==> src/rtl/strb_pkg.sv <==
package strb_pkg;

    localparam int FIELDS = 6;

    localparam logic [2:0] F_RD_SETUP  = 3'd0;
    localparam logic [2:0] F_RD_STROBE = 3'd1;
    localparam logic [2:0] F_RD_HOLD   = 3'd2;
    localparam logic [2:0] F_WR_SETUP  = 3'd3;
    localparam logic [2:0] F_WR_STROBE = 3'd4;
    localparam logic [2:0] F_WR_HOLD   = 3'd5;

    typedef enum logic [2:0] {
        ST_IDLE,
        ST_SETUP,
        ST_STROBE,
        ST_STRETCH,
        ST_TAIL,
        ST_HOLD
    } strb_state_e;

endpackage

==> src/rtl/strb_rdy_sync.sv <==
module strb_rdy_sync #(
    parameter int STAGES = 2
) (
    input  logic clk,
    input  logic rst_n,
    input  logic async_in,
    output logic sync_out
);

    logic [STAGES-1:0] chain_q;

    generate
        for (genvar g = 0; g < STAGES; g++) begin : g_stage
            if (g == 0) begin : g_first
                always_ff @(posedge clk) begin
                    if (!rst_n) chain_q[0] <= 1'b1;
                    else        chain_q[0] <= async_in;
                end
            end else begin : g_next
                always_ff @(posedge clk) begin
                    if (!rst_n) chain_q[g] <= 1'b1;
                    else        chain_q[g] <= chain_q[g-1];
                end
            end
        end
    endgenerate

    assign sync_out = chain_q[STAGES-1];

    // two-flop delay from the pin to the controller
    assert_sync_delay_R7: assert property (@(posedge clk) disable iff (!rst_n)
        $past(rst_n) |-> (sync_out == $past(chain_q[STAGES-2])));

endmodule

==> src/rtl/strb_cfg_regs.sv <==
module strb_cfg_regs
    import strb_pkg::*;
#(
    parameter int CNT_W     = 4,
    parameter int RESET_CNT = 2
) (
    input  logic             clk,
    input  logic             rst_n,
    input  logic             cfg_we,
    input  logic [2:0]       cfg_idx,
    input  logic [CNT_W-1:0] cfg_val,
    output logic [CNT_W-1:0] rd_setup,
    output logic [CNT_W-1:0] rd_strobe,
    output logic [CNT_W-1:0] rd_hold,
    output logic [CNT_W-1:0] wr_setup,
    output logic [CNT_W-1:0] wr_strobe,
    output logic [CNT_W-1:0] wr_hold
);

    logic [CNT_W-1:0] fld_q [FIELDS];

    generate
        for (genvar g = 0; g < FIELDS; g++) begin : g_field
            always_ff @(posedge clk) begin
                if (!rst_n)
                    fld_q[g] <= CNT_W'(RESET_CNT);
                else if (cfg_we && (cfg_idx == 3'(g)))
                    fld_q[g] <= cfg_val;
            end

            assert_cfg_store_R12: assert property (@(posedge clk) disable iff (!rst_n)
                (cfg_we && (cfg_idx == 3'(g))) |=> (fld_q[g] == $past(cfg_val)));
        end
    endgenerate

    assign rd_setup  = fld_q[F_RD_SETUP];
    assign rd_strobe = fld_q[F_RD_STROBE];
    assign rd_hold   = fld_q[F_RD_HOLD];
    assign wr_setup  = fld_q[F_WR_SETUP];
    assign wr_strobe = fld_q[F_WR_STROBE];
    assign wr_hold   = fld_q[F_WR_HOLD];

endmodule

==> src/rtl/strb_phase_timer.sv <==
module strb_phase_timer #(
    parameter int CNT_W = 4
) (
    input  logic             clk,
    input  logic             rst_n,
    input  logic             load,
    input  logic [CNT_W-1:0] load_val,
    output logic             cnt_zero,
    output logic             cnt_window
);

    logic [CNT_W-1:0] cnt_q;

    // a phase of v cycles counts v-1 down to 0; zero is raised to one cycle
    always_ff @(posedge clk) begin
        if (!rst_n)
            cnt_q <= '0;
        else if (load)
            cnt_q <= (load_val == '0) ? '0 : load_val - 1'b1;
        else if (cnt_q != '0)
            cnt_q <= cnt_q - 1'b1;
    end

    assign cnt_zero   = (cnt_q == '0);
    assign cnt_window = (cnt_q <= CNT_W'(1));

    assert_zero_is_one_R5: assert property (@(posedge clk) disable iff (!rst_n)
        (load && (load_val <= CNT_W'(1))) |=> cnt_zero);

endmodule

==> src/rtl/async_strobe_ctrl.sv <==
module async_strobe_ctrl
    import strb_pkg::*;
#(
    parameter int ADDR_W      = 20,
    parameter int DATA_W      = 32,
    parameter int CNT_W       = 4,
    parameter int SYNC_STAGES = 2,
    parameter int RESET_CNT   = 2
) (
    input  logic                  clk,
    input  logic                  rst_n,
    input  logic                  cfg_we,
    input  logic [2:0]            cfg_idx,
    input  logic [CNT_W-1:0]      cfg_val,
    input  logic                  host_req,
    input  logic                  host_we,
    input  logic [ADDR_W-1:0]     host_addr,
    input  logic [DATA_W/8-1:0]   host_be,
    input  logic [DATA_W-1:0]     host_wdata,
    output logic                  host_rdy,
    output logic                  host_ack,
    output logic [DATA_W-1:0]     host_rdata,
    output logic                  mem_cs_n,
    output logic [DATA_W/8-1:0]   mem_be_n,
    output logic [ADDR_W-1:0]     mem_addr,
    output logic                  mem_oe_n,
    output logic                  mem_rd_n,
    output logic                  mem_wr_n,
    output logic [DATA_W-1:0]     mem_wdata,
    output logic                  mem_wdata_oe,
    input  logic [DATA_W-1:0]     mem_rdata,
    input  logic                  mem_rdy
);

    localparam int BE_W = DATA_W / 8;

    strb_state_e      state_q, state_d;
    logic             rdy_s;
    logic             tmr_load, tmr_zero, tmr_window;
    logic [CNT_W-1:0] tmr_val;
    logic             accept, capture, ready_hold_off;

    logic [CNT_W-1:0] c_rd_setup, c_rd_strobe, c_rd_hold;
    logic [CNT_W-1:0] c_wr_setup, c_wr_strobe, c_wr_hold;

    logic              we_q;
    logic [ADDR_W-1:0] addr_q;
    logic [BE_W-1:0]   be_q;
    logic [DATA_W-1:0] wdata_q, rdata_q;
    logic [CNT_W-1:0]  strobe_q, hold_q;

    strb_rdy_sync #(.STAGES(SYNC_STAGES)) u_sync (
        .clk      (clk),
        .rst_n    (rst_n),
        .async_in (mem_rdy),
        .sync_out (rdy_s)
    );

    strb_cfg_regs #(.CNT_W(CNT_W), .RESET_CNT(RESET_CNT)) u_cfg (
        .clk       (clk),
        .rst_n     (rst_n),
        .cfg_we    (cfg_we),
        .cfg_idx   (cfg_idx),
        .cfg_val   (cfg_val),
        .rd_setup  (c_rd_setup),
        .rd_strobe (c_rd_strobe),
        .rd_hold   (c_rd_hold),
        .wr_setup  (c_wr_setup),
        .wr_strobe (c_wr_strobe),
        .wr_hold   (c_wr_hold)
    );

    strb_phase_timer #(.CNT_W(CNT_W)) u_tmr (
        .clk        (clk),
        .rst_n      (rst_n),
        .load       (tmr_load),
        .load_val   (tmr_val),
        .cnt_zero   (tmr_zero),
        .cnt_window (tmr_window)
    );

    assign accept         = (state_q == ST_IDLE) && host_req;
    assign ready_hold_off = tmr_window && !rdy_s;

    // state register
    always_ff @(posedge clk) begin
        if (!rst_n) state_q <= ST_IDLE;
        else        state_q <= state_d;
    end

    // next state and phase timer control
    always_comb begin
        state_d  = state_q;
        tmr_load = 1'b0;
        tmr_val  = '0;
        unique case (state_q)
            ST_IDLE: begin
                if (accept) begin
                    state_d  = ST_SETUP;
                    tmr_load = 1'b1;
                    tmr_val  = host_we ? c_wr_setup : c_rd_setup;
                end
            end
            ST_SETUP: begin
                if (tmr_zero) begin
                    state_d  = ST_STROBE;
                    tmr_load = 1'b1;
                    tmr_val  = strobe_q;
                end
            end
            ST_STROBE: begin
                if (ready_hold_off) begin
                    state_d = ST_STRETCH;
                end else if (tmr_zero) begin
                    state_d  = ST_HOLD;
                    tmr_load = 1'b1;
                    tmr_val  = hold_q;
                end
            end
            ST_STRETCH: begin
                if (rdy_s) state_d = ST_TAIL;
            end
            ST_TAIL: begin
                state_d  = ST_HOLD;
                tmr_load = 1'b1;
                tmr_val  = hold_q;
            end
            ST_HOLD: begin
                if (tmr_zero) state_d = ST_IDLE;
            end
            default: state_d = ST_IDLE;
        endcase
    end

    assign capture = !we_q && (((state_q == ST_STROBE) && (state_d == ST_HOLD)) ||
                               (state_q == ST_TAIL));

    // request, count snapshot and read capture registers
    always_ff @(posedge clk) begin
        if (!rst_n) begin
            we_q     <= 1'b0;
            addr_q   <= '0;
            be_q     <= '0;
            wdata_q  <= '0;
            strobe_q <= '0;
            hold_q   <= '0;
            rdata_q  <= '0;
        end else begin
            if (accept) begin
                we_q     <= host_we;
                addr_q   <= host_addr;
                be_q     <= host_be;
                wdata_q  <= host_wdata;
                strobe_q <= host_we ? c_wr_strobe : c_rd_strobe;
                hold_q   <= host_we ? c_wr_hold   : c_rd_hold;
            end
            if (capture) rdata_q <= mem_rdata;
        end
    end

    // output decode
    logic in_access, in_strobe;
    always_comb begin
        in_access = (state_q != ST_IDLE);
        in_strobe = (state_q == ST_STROBE) || (state_q == ST_STRETCH) ||
                    (state_q == ST_TAIL);
        mem_cs_n     = !in_access;
        mem_be_n     = in_access ? ~be_q : '1;
        mem_addr     = addr_q;
        mem_oe_n     = !(in_access && !we_q);
        mem_rd_n     = !(in_strobe && !we_q);
        mem_wr_n     = !(in_strobe && we_q);
        mem_wdata    = wdata_q;
        mem_wdata_oe = in_access && we_q;
        host_rdy     = !in_access;
        host_ack     = (state_q == ST_HOLD) && tmr_zero;
        host_rdata   = rdata_q;
    end

    assert_idle_quiet_R1: assert property (@(posedge clk) disable iff (!rst_n)
        host_rdy |-> (mem_rd_n && mem_wr_n && mem_cs_n && !mem_wdata_oe));

    assert_setup_before_strobe_R2: assert property (@(posedge clk) disable iff (!rst_n)
        ($fell(mem_rd_n) || $fell(mem_wr_n)) |-> $past(!mem_cs_n));

    assert_hold_after_strobe_R4: assert property (@(posedge clk) disable iff (!rst_n)
        ($rose(mem_rd_n) || $rose(mem_wr_n)) |-> !mem_cs_n);

    assert_select_stable_R6: assert property (@(posedge clk) disable iff (!rst_n)
        (!mem_cs_n && $past(!mem_cs_n)) |->
            ($stable(mem_addr) && $stable(mem_be_n) && $stable(mem_oe_n)));

    assert_stretch_end_R8: assert property (@(posedge clk) disable iff (!rst_n)
        ((state_q == ST_STRETCH) && rdy_s) |=> (state_q == ST_TAIL) ##1 (state_q == ST_HOLD));

    assert_rdata_capture_R9: assert property (@(posedge clk) disable iff (!rst_n)
        $rose(mem_rd_n) |-> (host_rdata == $past(mem_rdata)));

    assert_ack_single_R10: assert property (@(posedge clk) disable iff (!rst_n)
        host_ack |=> (!host_ack && host_rdy));

    assert_busy_R11: assert property (@(posedge clk) disable iff (!rst_n)
        !mem_cs_n |-> !host_rdy);

endmodule

==> config.mk <==
export PLATFORM = sky130hd
export DESIGN_NAME = async_strobe_ctrl
export DESIGN_NICKNAME = d
export VERILOG_FILES = /design/src/rtl/strb_pkg.sv /design/src/rtl/strb_rdy_sync.sv /design/src/rtl/strb_cfg_regs.sv /design/src/rtl/strb_phase_timer.sv /design/src/rtl/async_strobe_ctrl.sv
export SDC_FILE = /design/constraint.sdc
export NUM_CORES = 1
export LEC_CHECK = 0
export BUFFER_PORTS_ARGS = -buffer_cell sky130_fd_sc_hd__clkbuf_2
export CORE_MARGIN = 2
export CORE_UTILIZATION = 53
export CTS_CLUSTER_DIAMETER = 50
export DETAILED_ROUTE_END_ITERATION = 8
export HOLD_SLACK_MARGIN = 0.15
export PLACE_DENSITY = 0.85
export SETUP_SLACK_MARGIN = 0.4
export SKIP_CTS_REPAIR_TIMING = 1
export SLEW_MARGIN = 25
export SYNTH_ARGS = -nofsm -noshare
export SYNTH_HDL_FRONTEND = slang
export SYNTH_SLANG_ARGS = --single-unit
==> constraint.sdc <==
create_clock -name clk -period 4.5 [get_ports clk]
set_clock_uncertainty 0.2 [all_clocks]
set_input_delay 1.125 -clock clk [delete_from_list [all_inputs] [get_ports clk]]
set_output_delay 1.125 -clock clk [all_outputs]
set_load 0.02 [all_outputs]
# ---- Word-level counts from Yosys, hierarchy flattened
# Memories as Yosys holds them, arrays and structs flattened.
# Cells that the tools add are included.
dict set report word_totals {
  register_bits 106
  latch_bits 0
  ram_bits 24
  rom_bits 0
  in_bits 101
  out_inout_bits 95
  wordCells 112
  mem_count 1
}
# memory depth width read_ports rd_clocked_by_memory_dff write_ports line
set memory_table {}
lappend memory_table {u_cfg.fld_q 6 4 6 0 6 strb_cfg_regs.sv:20} ;# logic [CNT_W-1:0] fld_q [FIELDS];
dict set report classes {
  addsub 2
  n_mul 0
  div 0
  magnitude_cmp 1
  eq_ne 11
  shift 0
  muxes 48
  bitwise_logic 7
  reduce_logical 31
}
# operator count
set op_table {}
lappend op_table {{two-way mux 4 bit} 17}
lappend op_table {{two-way mux 1 bit} 22}
lappend op_table {{two-way mux 3 bit} 6}
lappend op_table {{case mux 3 bit (6 select lines)} 1}
lappend op_table {{case mux 4 bit (4 select lines)} 1}
lappend op_table {{== test 3 bit (second input constant)} 5}
lappend op_table {{logical AND 1 bit} 15}
lappend op_table {{== test 3 x 2 -> 1 bit (second input constant)} 4}
lappend op_table {{logical NOT 4 bit} 2}
lappend op_table {{subtractor 4 x 1 -> 4 bit (second input constant)} 2}
lappend op_table {{== test 3 x 1 -> 1 bit (second input constant)} 2}
lappend op_table {{logical NOT 1 bit} 6}
lappend op_table {{logical NOT 3 bit} 2}
lappend op_table {{bitwise OR 1 bit} 6}
lappend op_table {{<= comparator 4 x 1 -> 1 bit (second input constant)} 1}
lappend op_table {{inverter 4 bit} 1}
lappend op_table {{case mux 1 bit (4 select lines)} 1}
lappend op_table {{nonzero test 4 bit} 1}
lappend op_table {{logical OR 1 bit} 3}
lappend op_table {{nonzero test 3 bit} 1}
lappend op_table {{nonzero test 2 bit} 1}

# ---- Longest topological paths before layout
# Gate-level depths: netlist of run 1.
dict set report depth {
  depth_word 8
  depth_mapped 9
  mapped_depth_nobuf 7
}

# ---- Cells and area by module
# Synthesis of run 1 repeated with hierarchy kept, for this count alone.
dict set report hier_totals {
  hier_cells 603
  area_unflattened_um2 5557.8
}
# mod instances cells_each area_each_um2 seq_area_each_um2
set modules_own_cells {}
lappend modules_own_cells {async_strobe_ctrl 1 496 4254.1 2001.9}
lappend modules_own_cells {strb_cfg_regs 1 69 944.7 720.7}
lappend modules_own_cells {strb_phase_timer 1 34 306.5 80.1}
lappend modules_own_cells {strb_rdy_sync 1 4 52.6 40.0}

# ---- Worst setup path after synthesis of run 1
# Ideal clock, no wire load.
dict set report synth_path {
  path_kind {input-to-reg}
  start {input host_we}
  end {register u_tmr.cnt_q[1]}
  setup_ps 150
  arrival_ps 2480
  required_ps 4150
  setup_slack_ps 1670
  stages 7
  n_path_buf 2
  path_cell_list {clkbuf_1 buf_2 mux2_2 a32oi_1 o211ai_1 a2bb2oi_1 a221oi_2}
}
dict set report synth_via {
  elab_chain_len 6
  word_cells_on_any_way 7
  cone_classes {add/sub: 1; mux: 5; reduce/logical: 1}
}
# element line
set synth_rtl {}
lappend synth_rtl {{start, declared} async_strobe_ctrl.sv:16} ;# input logic host_we,
lappend synth_rtl {{two-way mux 4 bit *} async_strobe_ctrl.sv:101} ;# tmr_val = host_we ? c_wr_setup : c_rd_setup;
lappend synth_rtl {{two-way mux 4 bit *} async_strobe_ctrl.sv:98} ;# if (accept) begin
lappend synth_rtl {{case mux 4 bit (4 select lines) *} async_strobe_ctrl.sv:96} ;# unique case (state_q)
lappend synth_rtl {{subtractor 4 x 1 -> 4 bit or logical NOT 4 bit (tied branches)} strb_phase_timer.sv:19} ;# cnt_q <= (load_val == '0) ? '0 : load_val - 1'b1;
lappend synth_rtl {{two-way mux 4 bit *} strb_phase_timer.sv:19}
lappend synth_rtl {{two-way mux 4 bit *} strb_phase_timer.sv:18} ;# else if (load)
lappend synth_rtl {{end signal, assigned} strb_phase_timer.sv:19}
lappend synth_rtl {{end signal, assigned} strb_phase_timer.sv:21} ;# cnt_q <= cnt_q - 1'b1;
lappend synth_rtl {{end, declared} strb_phase_timer.sv:12} ;# logic [CNT_W-1:0] cnt_q;
# Every way passes the cells marked *; elsewhere a longest branch is shown, timed or not.
# A chain may end at the register's enable or synchronous reset.

# ---- Final worst setup path of run 1
dict set report layout_path {
  start {register u_tmr.cnt_q[0]}
  end {output host_ack}
}
dict set report layout_via {
  elab_chain_len 2
}
# element line
set layout_rtl {}
lappend layout_rtl {{logical NOT 4 bit} strb_phase_timer.sv:24} ;# assign cnt_zero = (cnt_q == '0);
lappend layout_rtl {{logical AND 1 bit} async_strobe_ctrl.sv:176} ;# host_ack = (state_q == ST_HOLD) && tmr_zero;
lappend layout_rtl {{end, declared} async_strobe_ctrl.sv:21} ;# output logic host_ack,
# Every way passes these cells.

==> reports/qor.yml, run 1 <==
detailed_routing:
  drtAntennaViolNets: 0
  post-route-drc-count: 0
  num_vias: 4985
  drt_iter0_drc: 394
  dr.pass1.iters: 6
  wl_per_cell_um: 14.4
  vias_per_cell: 5.33
  wirelength_um: 13500
die:
  die_x_um: 104
  io_pins: 196
  fp.dieH_um: 104
  start_util_pct: 54.5
  rows: 36
  coreArea_um2: 9730
  dieArea_um2: 10800
timing:
  rsz0062_at_grt: "no"
  clock.fmax_mhz: 292
  finalCriticalPeriod_ns: 3.42
  timing.setup.tns_ns: 0
  finalCritPeriodShare_pct: 76.0
  relSlewSlack_pct: 43.2
  worst_slew_pin_slew_ns: 0.851
  finalHoldViolCount: 0
  setup_viol: 0
  drv_slew: 0
power_and_ir_drop:
  p_per_area_nw_per_um2: 606
  p_leak_nw: 2.93
  pwr-share-seq_pct: 37.0
  p_sw_share_pct: 35.8
  switching_power_mw: 1.49
  clockPowerShare_pct: 32.2
  total_power_mw: 4.17
  internal-power_mw: 2.67
  pwr-share-comb_pct: 30.8
  vdd_drop_max_uv: 247
synth:
  syn_avg_cell_area_um2: 8.64
  yosys_register_bits: 130
  synth-compound-area-share_pct: 15.4
  synth-simple-area-share_pct: 23.3
  syn-cell-area_um2: 5300
  synthCells: 613
  synth_fa_ha_area_share_pct: 0.708
  synth.mux.area_fraction_pct: 2.36
  synth-xor-area-share_pct: 0.331
  synthArstFlopShare_pct: 0
  synth_enable_flop_cells: 24
  synthFlopType: "dfxtp_1"
  yosysSeqAreaShare_pct: 53.6
  synth_top_family_by_area: "simple AND/OR/NAND/NOR gates"
  synth-warning-count: 0
  synth_cell_types: 51
  synth_nets: 717
cells_and_area:
  final_core_util_pct: 70.6
  syn_to_final_growth_pct: 29.7
  drive_above_1_share_pct: 30.5
  antenna_cells: 0
  layout_commonest_cell: "clkbuf_2"
  fill_cells: 763
  num-nets-final: 894
  final_cell_mix: "clkbuf_2, nand2_1, dfxtp_1, a21oi_1, nor2_1"
critical_path:
  crit_path_max_incr_delay_ns: 0.57
  timing.rr.start: "u_tmr.cnt_q[0]"
  arrival_ns: 2.10
  reg2regPathDepth: 7
  slowest_stage: "nor3b_4"
  cp-startpoint: "u_tmr.cnt_q[0]"
  crit_path_end: "host_ack"
  crit_path_end_kind: "primary output"
  worstReg2RegEnd: "u_tmr.cnt_q[2]"
  crit_type: "reg2out"
  path_cells: "inv_1 -> ha_1 -> nor3b_4 -> and3_1 -> clkbuf_2"
  required_ns: 3.17
  critical_path.startpoint_type: "flip-flop"
  crit_fanout: 18
  rrSetupSlack_ns: 1.73
clock_network:
  cts_root_buf: "clkbuf_8"
  cts_tree: "yes"
  path_clk_slew_ns: 0.06
  cts_buffers: 17
  cts_buffer_depth: 2
  clk_latency_ns: 0.51
  cts_num_sinks: 130
  htree_num_levels: 4
place:
  io_buffer_count: 195
  dp_hpwl_um: 9650
  gp_congestion: 0.842
global_route:
  grt_pass1_wl_um: 22100
  grt_pass1_vias: 4662
  antenna_found_initial: 0
  grt_overflow: 0
  grt_start_max_net_pins: 55
  grt.total_usage_pct: 25.1
flow_run:
  maxCapViolCount: 0
hold_path:
  worstHoldPathType: "reg2reg"
  min_delay_path_depth: 1
run_status:
  status: "completed"
==> worst min-delay path by stage <==
stage / to / from
2_1_floorplan: u_sync.sync_out / u_sync.chain_q[0]
3_3_place_gp: u_sync.sync_out / u_sync.chain_q[0]
3_5_place_dp: u_sync.sync_out / u_sync.chain_q[0]
4_1_cts: u_sync.sync_out / u_sync.chain_q[0]
5_1_grt: u_sync.sync_out / u_sync.chain_q[0]
6_report: u_sync.sync_out / u_sync.chain_q[0]
==> cells in the mapped netlist, drive strengths merged (4+ instances only) <==
library cell  count  area [um2]
edfxtp           24         721
mux2i             8        80.1
buf              25         134
nor2             27         101
and2             20         125
clkbuf           18        67.6
nand2           188         706
nor3              8        40.0
a211oi            9        67.6
mux2              4        45.0
a21oi            94         470
nor3b             4        46.3
dfxtp           106        2120
o21ai             6        30.0
or3               7        43.8
inv               7        26.3
nand2b            8        50.1
==> worst max-delay path: cells and delay by family (launching register included) <==
kind / cells / cell delay [ns]
adders and majority gates: 1 / 0.15
DFF: 1 / 0.34
and+or+nand+nor: 2 / 0.82
buffers and inverters: 2 / 0.27
==> per-layer routing <==
layer	part of all wire, %	GRT usage (%)	up-vias	wire length [um]
li1	-	-	2428	-
met1	40	29.3	2308	5380
met2	51	44.5	213	6880
met3	6.3	5.26	36	850
met4	2.6	11.4	0	351
met5	0	0	-	0
==> flip-flops by register name (all words and copies together) (netlist names) <==
name / count
be_q: 4
hold_q: 4
host_rdata: 32
mem_addr: 20
mem_wdata: 32
state_q: 3
strobe_q: 4
u_cfg.fld_q: 24
u_sync.chain_q: 1
u_sync.sync_out: 1
u_tmr.cnt_q: 4
we_q: 1
==> layout make-up <==
type	instances	area [um2]	area share, %
inverter	7	26.3	0.382
multi-input combinational	433	2230	32.5
tap	133	166	2.42
clock buffer	18	418	6.08
clock inverter	14	163	2.37
sequential	130	2840	41.4
timing repair buffer	201	1020	14.9
==> stage by stage <==
stage	hold slack [ns]	instances	worst slack (ns)	cell area, um2
after detailed placement	0.201	904	1.39	6290
final	0.210	936	1.08	6870
after CTS	0.215	936	1.05	6870
after global placement	0.192	904	1.42	6290
after global routing	0.243	936	0.935	6870
after floorplan	0.186	613	1.67	5300
==> kinds of logic after synthesis <==
logic type               after synthesis
XOR/XNOR                               2
AND/OR/NAND/NOR                      278
flip-flops                           130
buffers and inverters                 50
adder cells (fa/ha/maj)                3
multiplexers                          12
AO/OA/AOI/OAI                        138
==> power groups by stage <==
stage | Sequential [mW] | Combinational (mW) | Clock (mW)
4_1_cts | 1.54 | 1.29 | 1.36
5_1_grt | 1.57 | 1.41 | 1.42
6_report | 1.54 | 1.28 | 1.34
3_3_place_gp | 1.55 | 1.24 | 0
2_1_floorplan | 1.67 | 0.815 | 0
3_5_place_dp | 1.56 | 1.28 | 0
Note: power is estimated with default switching activity, not from simulation.
==> run 2, diff against run 1 <==
--- a/config.mk
+++ b/config.mk
@@ -7,11 +7,11 @@
 export LEC_CHECK = 0
 export BUFFER_PORTS_ARGS = -buffer_cell sky130_fd_sc_hd__clkbuf_2
 export CORE_MARGIN = 2
-export CORE_UTILIZATION = 53
+export CORE_UTILIZATION = 49
 export CTS_CLUSTER_DIAMETER = 50
 export DETAILED_ROUTE_END_ITERATION = 8
 export HOLD_SLACK_MARGIN = 0.15
-export PLACE_DENSITY = 0.85
+export PLACE_DENSITY = 0.79
 export SETUP_SLACK_MARGIN = 0.4
 export SKIP_CTS_REPAIR_TIMING = 1
 export SLEW_MARGIN = 25
==> constraint.sdc (replaced) <==
create_clock -name clk -period 3.4 [get_ports clk]
set_clock_uncertainty 0.2 [all_clocks]
set_input_delay 0.85 -clock clk [delete_from_list [all_inputs] [get_ports clk]]
set_output_delay 0.85 -clock clk [all_outputs]
set_load 0.02 [all_outputs]
==> run 2 against run 1 <==
Effect of this change:
- total power increased by 31%
- global-route usage fell by 2.1 points
- sequential share of layout area is 0.054 points lower
- cell count is 0.43% higher
- critical endpoint unchanged
- sequential power is 33% higher
- clock power rose by 26%
- critical path type unchanged
- via count shrank 1.7%
- non-clock buffer count is 1 higher
- worst setup slack worse by 0.56 ns
- cell area is 0.22% higher
- combinational power up 34%
- clock-buffer cell count unchanged
- highest routed layer unchanged
==> reports/qor.yml, run 2 (same netlist as run 1, synthesis figures left out) <==
place:
  io_buffer_count: 195  # unchanged
  gp_congestion: 0.854  # was 0.842
  dp_hpwl_um: 9810  # was 9650 um
  dpl_worst_slack_ns: 0.618  # was 1.39 ns
cells_and_area:
  multi_input_area_um2: 2240  # was 2230 um2
  drive_above_1_share_pct: 31.1  # was 30.5%
  syn_to_final_growth_pct: 29.9  # was 29.7%
  fill_cells: 880  # was 763
  final_cell_mix: "clkbuf_2, nand2_1, dfxtp_1, a21oi_1, nor2_1"  # unchanged
  antenna_cells: 0  # unchanged
  layout_commonest_cell: "clkbuf_2"  # unchanged
  num-nets-final: 895  # was 894
  regArea_um2: 2850  # was 2840 um2
global_route:
  antenna_found_initial: 0  # unchanged
  grt_start_max_net_pins: 102  # was 55
  grt_pass1_vias: 4605  # was 4662
  grt_pass1_wl_um: 21200  # was 22100 um
  grt_overflow: 0  # unchanged
  grt.total_usage_pct: 23.1  # was 25.1%
die:
  die_x_um: 108  # was 104 um
  start_util_pct: 50.9  # was 54.5%
  io_pins: 196  # unchanged
  dieArea_um2: 11700  # was 10800 um2
  fp.dieH_um: 108  # was 104 um
  rows: 37  # was 36
  coreArea_um2: 10400  # was 9730 um2
timing:
  setup_viol: 0  # unchanged
  rsz0062_at_grt: "no"  # unchanged
  timing.setup.tns_ns: 0  # unchanged
  relSlewSlack_pct: 47.0  # was 43.2%
  drv_slew: 0  # unchanged
  worst_slew_pin_slew_ns: 0.791  # was 0.851 ns
  finalHoldViolCount: 0  # unchanged
  finalCritPeriodShare_pct: 84.7
  finalCriticalPeriod_ns: 2.88
  clock.fmax_mhz: 347
  worst_slack_ns: 0.522  # was 1.08 ns
power_and_ir_drop:
  p_per_area_nw_per_um2: 793  # was 606 nW/um2
  vdd_drop_max_uv: 316  # was 247 uV
  p_leak_nw: 2.93  # about the same
critical_path:
  critical_path.startpoint_type: "flip-flop"  # unchanged
  required_ns: 2.35  # was 3.17 ns
  path_cells: "inv_1 -> ha_1 -> nor3b_4 -> buf_4 -> and3_1 -> clkbuf_2"  # was inv_1 -> ha_1 -> nor3b_4 -> and3_1 -> clkbuf_2
  crit_type: "reg2out"  # unchanged
  slowest_stage: "dfxtp_2"  # was nor3b_4
  crit_path_max_incr_delay_ns: 0.34  # was 0.57 ns
  arrival_ns: 1.83  # was 2.10 ns
  crit_fanout: 18  # unchanged
  crit_path_end_kind: "primary output"  # unchanged
clock_network:
  cts_tree: "yes"  # unchanged
  cts_root_buf: "clkbuf_8"  # unchanged
  htree_num_levels: 4  # unchanged
  clk_latency_ns: 0.51  # about the same
  cts_num_sinks: 130  # unchanged
  cts_buffers: 17  # unchanged
  cts_buffer_depth: 2  # unchanged
  path_clk_slew_ns: 0.06  # about the same
run_status:
  status: "completed"  # unchanged
hold_path:
  worstHoldPathType: "reg2reg"  # unchanged
detailed_routing:
  drtAntennaViolNets: 0  # unchanged
  post-route-drc-count: 0  # unchanged
  wl_per_cell_um: 14.6  # was 14.4 um
  dr.pass1.iters: 6  # unchanged
  num_vias: 4899  # was 4985
  vias_per_cell: 5.21  # was 5.33
  drt_iter0_drc: 438  # was 394
  wirelength_um: 13700  # was 13500 um
flow_run:
  maxCapViolCount: 0  # unchanged
run 2: cell types whose count changed in the layout (fill, tap and decap cells not counted), sizes merged:
cell	before	now
inv	9	7
clkinv	6	7
bufinv	3	2
clkinvlp	3	5
buf	6	7
run 2: layer usage:
layer | vias up | routed length [um] | GRT usage [%] | share of wire, %
met5 | - | 0 | 0 | 0
met4 | 0 | 251 | 11.2 | 1.8
met3 | 19 | 883 | 4.94 | 6.4
met2 | 193 | 6940 | 40.3 | 51
met1 | 2258 | 5620 | 26.9 | 41
li1 | 2429 | - | - | -
run 2: stage by stage:
step | power, mW | cells | utilization, % | hold WS [ns] | area, um2
after floorplan | 3.29 | 613 | - | 0.186 | 5300
after global placement | 3.71 | 908 | 60.6 | 0.189 | 6310
after detailed placement | 3.78 | 908 | 60.6 | 0.208 | 6310
after CTS | 5.49 | 940 | 66.0 | 0.224 | 6870
after global routing | 5.78 | 940 | 66.1 | 0.238 | 6890
final | 5.46 | 940 | 66.1 | 0.218 | 6890
run 2: final timing paths:
path | startpoint | end | slack (ns) | cells after the start
worst max-delay path | u_tmr.cnt_q[0] | host_ack | 0.52 | 6
worst min-delay path | u_sync.chain_q[0] | u_sync.sync_out | 0.22 | 1
worst max register to register | u_tmr.cnt_q[0] | host_rdata[9] | 0.80 | 9
worst min register to register | u_sync.chain_q[0] | u_sync.sync_out | 0.22 | 1
run 2: final cells by class:
| type | instances | area share (%) |
|---|---|---|
| well taps | 136 | 2.47 |
| clock inverters | 14 | 2.05 |
| clock buffers | 18 | 6.07 |
| flip-flops and latches | 130 | 41.3 |
| repair buffers | 202 | 15.1 |
| multi-input cells | 433 | 32.6 |
| inverters | 7 | 0.382 |
run 2: worst max-delay path: cells and delay by family (launching register included):
family / cells / cell delay (ns)
buf+inv: 3 / 0.49
simple gates: 2 / 0.34
fa+ha+maj: 1 / 0.15
flops: 1 / 0.34
run 2: where the power goes:
group / switching [mW] / internal [mW]
combinational: 1.11 / 0.608
sequential: 0.209 / 1.84
clock: 0.659 / 1.04
total: 1.98 / 3.48
==> run 3, diff against run 2 <==
--- a/config.mk
+++ b/config.mk
@@ -5,13 +5,14 @@
 export SDC_FILE = /design/constraint.sdc
 export NUM_CORES = 1
 export LEC_CHECK = 0
+export ABC_AREA = 1
 export BUFFER_PORTS_ARGS = -buffer_cell sky130_fd_sc_hd__clkbuf_2
 export CORE_MARGIN = 2
-export CORE_UTILIZATION = 49
+export CORE_UTILIZATION = 44
 export CTS_CLUSTER_DIAMETER = 50
 export DETAILED_ROUTE_END_ITERATION = 8
 export HOLD_SLACK_MARGIN = 0.15
-export PLACE_DENSITY = 0.79
+export PLACE_DENSITY = 0.76
 export SETUP_SLACK_MARGIN = 0.4
 export SKIP_CTS_REPAIR_TIMING = 1
 export SLEW_MARGIN = 25
==> constraint.sdc (replaced) <==
create_clock -name clk -period 2.4 [get_ports clk]
set_clock_uncertainty 0.2 [all_clocks]
set_input_delay 0.6 -clock clk [delete_from_list [all_inputs] [get_ports clk]]
set_output_delay 0.6 -clock clk [all_outputs]
set_load 0.02 [all_outputs]
==> run 3 against run 2 <==
Effect of this change:
- sequential power increased by 34%
- hold slack got worse by 0.049 ns
- area after synthesis down 2.0%
- critical path depth down 1
- non-clock buffer count grew 10
- critical path type unchanged
- highest routed layer unchanged
==> reports/qor.yml, run 3 <==
timing:
  worst_slew_pin_slew_ns: 0.438  # was 0.791 ns
  hold_ws_ns: 0.169  # was 0.218 ns
  setup_viol: 0  # unchanged
  finalCritPeriodShare_pct: 91.3
  finalHoldViolCount: 0  # unchanged
  finalCriticalPeriod_ns: 2.19
  worst_slack_ns: 0.209  # was 0.522 ns
  rsz0062_at_grt: "yes"  # was no
  drv_slew: 0  # unchanged
  relSlewSlack_pct: 70.8  # was 47.0%
  timing.setup.tns_ns: 0  # unchanged
  clock.fmax_mhz: 456
synth:
  synth_nets: 775  # was 717
  yosysSeqAreaShare_pct: 54.7  # was 53.6%
  synth-compound-area-share_pct: 12.4  # was 15.4%
  yosysMostFrequentCell: "nand2_1"  # unchanged
  synth_cell_types: 28  # was 51
  synth-warning-count: 0  # unchanged
  yosys-top-cells-area: "dfxtp_1, nand2_1, edfxtp_1"  # was dfxtp_1, edfxtp_1, nand2_1
  synthArstFlopShare_pct: 0  # unchanged
  synth.mux.area_fraction_pct: 0  # was 2.36%
  netlist.area_leader.share_pct: 40.9  # was 40.0%
  synth_common_cells: "nand2_1, nor2_1, dfxtp_1"  # was nand2_1, dfxtp_1, a21oi_1
  syn-cell-area_um2: 5190  # was 5300 um2
  synth_top_family_by_area: "simple AND/OR/NAND/NOR gates"  # unchanged
  synth_enable_flop_cells: 24  # unchanged
  yosys_register_bits: 130  # unchanged
  synth_top_cell_by_area: "dfxtp_1"  # unchanged
  syn_avg_cell_area_um2: 7.74  # was 8.64 um2
  synth-simple-area-share_pct: 25.8  # was 23.3%
  synth_fa_ha_area_share_pct: 0.723  # was 0.708%
  synthCells: 671  # was 613
  synth-xor-area-share_pct: 0  # was 0.331%
  synthFlopType: "dfxtp_1"  # unchanged
critical_path:
  critical_path.startpoint_type: "flip-flop"  # unchanged
  crit_path_end_kind: "primary output"  # unchanged
  required_ns: 1.60  # was 2.35 ns
  crit_fanout: 6  # was 18
  crit_type: "reg2out"  # unchanged
  arrival_ns: 1.39  # was 1.83 ns
cells_and_area:
  syn_to_final_growth_pct: 35.3  # was 29.9%
  regArea_um2: 2860  # was 2850 um2
  fill_cells: 1025  # was 880
  num-nets-final: 972  # was 895
  finalNonFillerCells: 1024  # was 940
  layout_commonest_cell: "nand2_1"  # was clkbuf_2
  final_core_util_pct: 61.3  # was 66.1%
  multi_input_area_um2: 2090  # was 2240 um2
  final_cell_mix: "nand2_1, clkbuf_2, nor2_1, dfxtp_1, a21oi_1"  # was clkbuf_2, nand2_1, dfxtp_1, a21oi_1, nor2_1
  stdcell_area_um2: 7030  # was 6890 um2
  drive_above_1_share_pct: 31.2  # was 31.1%
  antenna_cells: 0  # unchanged
place:
  gp_congestion: 0.827  # was 0.854
  place_area_um2: 6260  # was 6310 um2
  dp_hpwl_um: 9490  # was 9810 um
  dpl_worst_slack_ns: 0.269  # was 0.618 ns
  dpl.cell_count: 984  # was 908
  io_buffer_count: 195  # unchanged
power_and_ir_drop:
  vdd_drop_max_uv: 672  # was 316 uV
  p_leak_nw: 3.28  # was 2.93 nW
  total_power_mw: 7.36  # was 5.46 mW
  p_per_area_nw_per_um2: 1050  # was 793 nW/um2
die:
  start_util_pct: 45.3  # was 50.9%
  coreArea_um2: 11500  # was 10400 um2
  die_x_um: 113  # was 108 um
  rows: 39  # was 37
  io_pins: 196  # unchanged
  fp.dieH_um: 113  # was 108 um
  dieArea_um2: 12700  # was 11700 um2
clock_network:
  cts_num_sinks: 130  # unchanged
  cts_buffers: 17  # unchanged
  htree_num_levels: 4  # unchanged
  cts_tree: "yes"  # unchanged
  cts_buffer_depth: 2  # unchanged
  path_clk_slew_ns: 0.05  # was 0.06 ns
  cts_root_buf: "clkbuf_16"  # was clkbuf_8
  clk_latency_ns: 0.41  # was 0.51 ns
global_route:
  grt_overflow: 0  # unchanged
  grt_pass1_vias: 4753  # was 4605
  grt_start_max_net_pins: 55  # was 102
  antenna_found_initial: 0  # unchanged
  grt_pass1_wl_um: 21700  # was 21200 um
  grt.total_usage_pct: 21.6  # was 23.1%
hold_path:
  worstHoldPathType: "in2reg"  # was reg2reg
detailed_routing:
  dr.pass1.iters: 4  # was 6
  vias_per_cell: 4.87  # was 5.21
  drtAntennaViolNets: 0  # unchanged
  drt_iter0_drc: 370  # was 438
  wirelength_um: 13600  # was 13700 um
  wl_per_cell_um: 13.3  # was 14.6 um
  num_vias: 4982  # was 4899
  post-route-drc-count: 0  # unchanged
run_status:
  status: "completed"  # unchanged
flow_run:
  maxCapViolCount: 0  # unchanged
[run 3: changes by cell type after synthesis, moves of 9 or more]
cell	previous run	this run
and2_1	20	0
buf_2	23	12
nand3_1	3	15
inv_1	7	37
o21ai_1	0	9
a21oi_1	94	63
nor2_1	27	111
o21ai_0	6	44
[run 3: kinds of logic (layout without fill, tap and decap cells)]
| group | count (synthesis) | after routing |
|---|---|---|
| adders and majority gates | 3 | 3 |
| buffers and inverters | 75 | 285 |
| DFF | 130 | 130 |
| AOI/OAI and AO/OA | 126 | 126 |
| and+or+nand+nor | 337 | 337 |
[run 3: worst paths after layout]
| path | slack (ns) | startpoint | cells past startpoint | end |
|---|---|---|---|---|
| worst min register to register | 0.22 | u_sync.chain_q[0] | 1 | u_sync.sync_out |
| worst max-delay path | 0.21 | state_q[0] | 5 | mem_wdata_oe |
| worst min-delay path | 0.17 | mem_rdy | 2 | u_sync.chain_q[0] |
| worst max register to register | 0.38 | state_q[2] | 9 | host_rdata[11] |
[run 3: final cells by class]
class	count	share of cell area [%]
Tap cell	143	2.55
Sequential cell	130	40.6
Clock buffer	22	6.60
Multi-Input combinational cell	466	29.8
Clock inverter	10	1.51
Inverter	41	2.31
Timing Repair Buffer	212	16.6
[run 3: metal layers]
layer	share of wire, %	track usage (%)	wire (um)	vias up
li1	-	-	-	2542
met1	41	24.4	5510	2235
met2	49	36.6	6710	184
met3	8.3	8.32	1130	21
met4	1.7	8.70	230	0
met5	0	0	0	-
[run 3: power by group]
group          switching, mW  internal (mW)  total (mW)
Combinational           1.34          0.780        2.12
Clock                  0.918           1.57        2.49
Sequential             0.197           2.55        2.74
[run 3: critical path, cell delays in order (launching register included)]
cell and delay, ns:
dfxtp_4 0.35, nor2_4 0.20, nand2_4 0.13, inv_4 0.09, nor2_1 0.04, buf_4 0.16
